==> src/rtl/phyBitCfgPkg.sv <==
package phyBitCfgPkg;
  parameter int ADDR_W = 8;
  localparam int STORE_BITS = 1 << ADDR_W;

  typedef struct packed {
    logic              wrEn;
    logic [ADDR_W-1:0] addr;
    logic              data;
  } cfgWrCmd_t;
endpackage

==> src/rtl/phyBitCfgCtrl.sv <==
module phyBitCfgCtrl
  import phyBitCfgPkg::*;
#(
  parameter int NUM_STROBES = 3,
  parameter int STROBE_SEL  = 0,
  parameter int SYNC_STAGES = 2
) (
  input  logic                   clk,
  input  logic                   rstN,
  input  logic [ADDR_W-1:0]      bitAddr,
  input  logic                   bitData,
  input  logic [NUM_STROBES-1:0] strobeLines,
  output cfgWrCmd_t              wrCmd
);
  logic [SYNC_STAGES-1:0] syncChain;
  logic                   strobePrev;
  logic                   strobeSynced;

  assign strobeSynced = syncChain[SYNC_STAGES-1];

  generate
    if (SYNC_STAGES == 1) begin : g_sync1
      always_ff @(posedge clk) begin
        if (!rstN) syncChain <= '0;
        else       syncChain <= strobeLines[STROBE_SEL];
      end
    end else begin : g_syncN
      always_ff @(posedge clk) begin
        if (!rstN) syncChain <= '0;
        else       syncChain <= {syncChain[SYNC_STAGES-2:0], strobeLines[STROBE_SEL]};
      end
    end
  endgenerate

  always_ff @(posedge clk) begin
    if (!rstN) strobePrev <= 1'b0;
    else       strobePrev <= strobeSynced;
  end

  always_comb begin
    wrCmd.wrEn = strobeSynced & ~strobePrev;
    wrCmd.addr = bitAddr;
    wrCmd.data = bitData;
  end

  AST_SINGLE_WRITE_PER_PULSE: assert property (@(posedge clk) disable iff (!rstN)
    wrCmd.wrEn |=> !wrCmd.wrEn);
endmodule

==> src/rtl/phyBitCfgStore.sv <==
module phyBitCfgStore
  import phyBitCfgPkg::*;
#(
  parameter logic [STORE_BITS-1:0] RESET_VALUE = '0
) (
  input  logic                  clk,
  input  logic                  rstN,
  input  cfgWrCmd_t             wrCmd,
  output logic [STORE_BITS-1:0] store
);
  always_ff @(posedge clk) begin
    if (!rstN)
      store <= RESET_VALUE;
    else if (wrCmd.wrEn)
      store[wrCmd.addr] <= wrCmd.data;
  end

  AST_ONE_BIT_CHANGED: assert property (@(posedge clk) disable iff (!rstN)
    wrCmd.wrEn |=> $countones(store ^ $past(store)) <= 1);
  AST_BIT_LANDED: assert property (@(posedge clk) disable iff (!rstN)
    wrCmd.wrEn |=> store[$past(wrCmd.addr)] == $past(wrCmd.data));
  AST_HOLD_WITHOUT_WRITE: assert property (@(posedge clk) disable iff (!rstN)
    !wrCmd.wrEn |=> $stable(store));
endmodule

==> src/rtl/phyBitCfgRx.sv <==
module phyBitCfgRx
  import phyBitCfgPkg::*;
#(
  parameter int NUM_STROBES = 3,
  parameter int STROBE_SEL  = 0,
  parameter logic [STORE_BITS-1:0] RESET_VALUE = '0
) (
  input  logic                   clk,
  input  logic                   rstN,
  input  logic [ADDR_W-1:0]      bitAddr,
  input  logic                   bitData,
  input  logic [NUM_STROBES-1:0] strobeLines,
  output logic [STORE_BITS-1:0]  cfgVector
);
  cfgWrCmd_t wrCmd;

  phyBitCfgCtrl #(
    .NUM_STROBES(NUM_STROBES),
    .STROBE_SEL (STROBE_SEL),
    .SYNC_STAGES(2)
  ) i_ctrl (
    .clk        (clk),
    .rstN       (rstN),
    .bitAddr    (bitAddr),
    .bitData    (bitData),
    .strobeLines(strobeLines),
    .wrCmd      (wrCmd)
  );

  phyBitCfgStore #(
    .RESET_VALUE(RESET_VALUE)
  ) i_store (
    .clk  (clk),
    .rstN (rstN),
    .wrCmd(wrCmd),
    .store(cfgVector)
  );
endmodule

==> config.mk <==
export PLATFORM = sky130hd
export DESIGN_NAME = phyBitCfgRx
export DESIGN_NICKNAME = d
export VERILOG_FILES = /design/src/rtl/phyBitCfgPkg.sv /design/src/rtl/phyBitCfgCtrl.sv /design/src/rtl/phyBitCfgStore.sv /design/src/rtl/phyBitCfgRx.sv
export SDC_FILE = /design/constraint.sdc
export NUM_CORES = 1
export LEC_CHECK = 0
export ABC_AREA = 1
export BUFFER_PORTS_ARGS = -buffer_cell sky130_fd_sc_hd__buf_2
export CAP_MARGIN = 30
export CORE_MARGIN = 5
export CORE_UTILIZATION = 50
export CTS_CLUSTER_DIAMETER = 100
export DETAILED_ROUTE_END_ITERATION = 10
export PLACE_DENSITY = 0.75
export SLEW_MARGIN = 20
export SYNTH_ARGS = -nofsm -noshare
export SYNTH_HDL_FRONTEND = slang
export SYNTH_HIERARCHICAL = 1
export SYNTH_SLANG_ARGS = --single-unit
==> constraint.sdc <==
create_clock -name clk -period 2.7 [get_ports clk]
set_clock_uncertainty 0.15 [all_clocks]
set_input_delay 0.27 -clock clk [delete_from_list [all_inputs] [get_ports clk]]
set_output_delay 0.27 -clock clk [all_outputs]
set_load 0.01 [all_outputs]
Word level (Yosys, flattened, before mapping):

Index checks and enable logic that the tools add are counted.
W data, S select, Z words.

* register bits after elaboration: 259
* bits of input ports: 14
* output and inout port bits: 256
* word-level logic and storage cells: 11

* order comparisons: 2
* multiplexer cells: 3
* bitwise gates (word level): 2
* reductions and logical operators: 1

Operators by type and width (number)
* $bwmux W256: 1
* $lt A8 B9 Y1 const B: 1
* $demux W1 S8: 1
* $ge A8 B1 Y1 const B: 1
* $and A1 B1 Y1: 1
* $logic_and A1 B1 Y1: 1
* $mux W1: 1
* $not A1 Y1: 1

Depth between registers and ports, before layout:

* word-level depth: 5
* mapped depth: 10
* depth with buffers taken out: 8

By module:

The synthesis kept the hierarchy.

By module, submodules not included
* phyBitCfgStore: instances 1, cells each 1563, area each 11086.9 µm², sequential area each 5124.9 µm²
* phyBitCfgCtrl: instances 1, cells each 20, area each 160.2 µm², sequential area each 60.1 µm²

Least setup slack after synthesis:

Ideal clock, no wire load.

* kind: reg2reg
* from: register i_ctrl.syncChain[1]
* to: register i_store.store[147]
* library setup time: 0.115 ns
* arrival time: 1.410 ns
* data required time: 2.435 ns
* slack: 1.025 ns
* stages on the path, launching flop included: 10
* path buffers: 2
* clock period less this slack: 1.675 ns
* cells stage by stage: dfxtp_1 inv_1 nor2_2 buf_4 inv_6 nor3_4 buf_6 nand3_1 nand2_1 nor2_1

RTL lines
* start, declared: RTL line phyBitCfgCtrl.sv:15 `logic [SYNC_STAGES-1:0] syncChain;`
* start signal, assigned: RTL line phyBitCfgCtrl.sv:30 `else syncChain <= {syncChain[SYNC_STAGES-2:0], strobeLines[STROBE_SEL]};`
* end signal, assigned by index: RTL line phyBitCfgStore.sv:15 `store[wrCmd.addr] <= wrCmd.data;`
* end, declared: RTL line phyBitCfgStore.sv:9 `output logic [STORE_BITS-1:0] store`

==> impl_metrics.ini <==
[pwr]
cellLeakagePower_nw = 6.424
power_density_of_the_placed_cells_nw_per_um2 = 602.0
ir_worst_vdd_v = 0.0005122
report.power.total_mw = 8.088

[sta]
tightest_slew_ns = 0.7855
final_setup_violating_endpoints = 0
rsz_0062_raised_after_global_routing = no
setup_tns_ns = 0
fmax_mhz = 454.3
fin_crit_sh = 0.8153
holdWs_ns = 0.09071
final_period_minus_worst_setup_slack_ns = 2.201
finalHoldViolCount = 0
slew-limit-headroom = 0.4731
final_max_slew_viol_count = 0

[final_layout]
fill_cells = 2012
final_cell_mix = nor2_1, nand2_1, buf_2
layout.nets = 1798
multiInputGateArea_um2 = 5046
seq_area_um2 = 5185
final_design_area_no_fill_um2 = 13430
area.growth.synth_to_final_pct = 19.45
drive_gt1_frac = 0.2129
mostFrequentLayoutCell = nor2_1

[synthesis]
main_combinational_cell_family_by_area_after_synthesis = simple AND/OR/NAND/NOR gates
synth_cells = 1583
leading_cell_types_by_total_area_after_synthesis = dfxtp_1, nor2_1, nand2_1, nand3_1, a21oi_1
synth.distinct_cells = 24
yosys_register_bits = 259
synth.cell_area_um2 = 11250
synth_compound_gate_area_share = 0.09033
number_of_nets_produced_by_synthesis = 1597
yosys.area_share.simple = 0.3581
xor_xnor_portion_of_the_synthesized_cell_area = 0
synth_fa_ha_area_frac = 0
synth.largest_area_cell = dfxtp_1
warnings_from_yosys = 6
seq_area_frac_synth = 0.4610
synth.avg_cell_area_um2 = 7.105
yosys-mux-area-fraction = 0
synth_largest_type_area_fraction = 0.4610

[placement]
hpwl_mm = 22.20
place_congestion = 0.8165
placedInstanceArea_um2 = 12480
port_buffers = 267

[global_route]
grt_overflow = 0
grt_start_max_net_pins = 94
antenna_found_initial = 3
grt_first_pass_wirelength_mm = 53.60
grtUsageTotal = 0.2534
first_global_vias = 9927

[cts]
htreeDepth = 1
clk_latency_ns = 0.53
cts.root.buffer_cell = clkbuf_16
post_cts_buffers = 0
clock_sinks = 259
worst_setup_hold_path_clk_slew_ns = 0.06
cts-resized-gates = 0
cts_made_buffers = 28
cts_buffer_depth = 3
clock_tree_from_tritoncts = built

[setup_path]
end_kind = flip-flop
critPathKind = flip-flop to flip-flop
worst_ep_arrival_time_ns = 2.46
critical-path-top-delay-family = simple AND/OR/NAND/NOR gates
worstSetupStartpointType = flip-flop
required_time_worst_endpoint_ns = 2.96
timing.critical_path.slowest_stage_cell = nor2_2
cp_cell_sequence = inv_1, nor2_2, buf_4, nand3_2, inv_2, nand3_1, nand2_1, nor2_1
cp_slowest_stage_delay_ns = 0.40
cp_num_buf_inv = 3
critPathMaxFanout = 14

[die]
fp.dieArea_um2 = 25590
floorplan.initialDensity = 0.5122
floorplan.rows = 54
io_pins = 270
core_um2 = 21960
floorplan.die.width_um = 160.0
die_height_um = 160.0

[route]
post_drt_via_cell_ratio = 5.266
route.detailed.wl_per_inst_um = 16.35
firstDrtPassIters = 5
postRouteWirelength_mm = 34.08
drt.antenna.violating_nets = 0
initial_drt_markers = 850
remaining_drc_errors = 0
detailroute.via_count = 10980

[job]
maxCapViolations = 0

[outcome]
outcome = completed

[hold_path]
min_path_type = input pin to flip-flop
==> Yosys cell counts <==
| library cell | instances |
|---|---|
| buf_6 | 26 |
| buf_4 | 17 |
| a21oi_1 | 203 |
| nor2_8 | 4 |
| dfxtp_1 | 259 |
| buf_1 | 5 |
| nor3_4 | 2 |
| clkbuf_1 | 62 |
| nor2_1 | 369 |
| nand3_4 | 1 |
| buf_8 | 6 |
| buf_2 | 10 |
| nand2_2 | 5 |
| inv_1 | 33 |
| clkbuf_8 | 1 |
| nand2_4 | 4 |
| nand3_1 | 207 |
| clkinv_1 | 5 |
| nand2_1 | 339 |
| inv_2 | 11 |
| nand3_2 | 3 |
| nor2_4 | 7 |
| nor2_2 | 3 |
| inv_6 | 1 |
==> path summary, 6_finish.rpt <==
path | startpoint | to | slack [ns] | cells past startpoint
setup / recovery | i_ctrl/syncChain[1] | i_store/store[212] | 0.50 | 8
hold / removal | bitAddr[4] | i_store/store[210] | 0.09 | 6
setup reg to reg | i_ctrl/syncChain[1] | i_store/store[212] | 0.50 | 8
hold reg to reg | i_ctrl/syncChain[0] | i_ctrl/syncChain[1] | 0.28 | 2
==> worst reg2reg max path: stages (launching register included) <==
cell	delay [ns]
dfxtp_1	0.33
inv_1	0.05
nor2_2	0.41
buf_4	0.23
nand3_2	0.27
inv_2	0.40
nand3_1	0.12
nand2_1	0.09
nor2_1	0.04
==> report_power, final <==
| part | internal, mW | switching, mW | leakage, nW |
|---|---|---|---|
| Sequential | 3.83 | 0.00199 | 2.09 |
| Combinational | 0.108 | 0.303 | 3.87 |
| Clock | 2.35 | 1.50 | 0.469 |
| Total | 6.28 | 1.81 | 6.42 |
==> cell type report <==
class / count / share of cell area
Clock buffer: 46 / 0.06696
Multi-Input combinational cell: 1147 / 0.3756
Inverter: 50 / 0.01490
Tap cell: 280 / 0.02608
Sequential cell: 259 / 0.3860
Antenna cell: 1 / 0.0001863
Clock inverter: 4 / 0.003353
Timing Repair Buffer: 298 / 0.1269
==> routing by layer <==
metal,routed length (um),GRT usage,vias up
li1,-,-,5466
met1,14590,0.3340,5057
met2,15700,0.4139,394
met3,2879,0.06469,59
met4,892,0.07196,4
met5,25,0,-
==> cell families (layout without fill, tap and decap cells) <==
| group | Yosys count | count (layout) |
|---|---|---|
| AOI/OAI and AO/OA | 203 | 203 |
| buffers and inverters | 177 | 398 |
| DFF | 259 | 259 |
| other | 0 | 1 |
| and+or+nand+nor | 944 | 944 |
==> registers in the layout (all words and copies together), names as in the netlist <==
signal / flops
i_ctrl/strobePrev: 1
i_store/store: 256
i_ctrl/syncChain: 2
==> repair_timing <==
item                                    4_1_cts  5_1_grt
hold endpoints to repair                      1        0
endpoints found under the setup margin        0        0
hold buffers                                  1        0
==> per-stage QoR <==
step	instances	setup slack, ns	util
floorplan	1583	1.025	-
global placement	2033	0.5885	0.5682
detailed placement	2033	0.5329	0.5682
CTS	2084	0.5143	0.6117
global route	2085	0.4008	0.6118
finish	2085	0.4988	0.6118
Power figures use the tool's default switching activity.
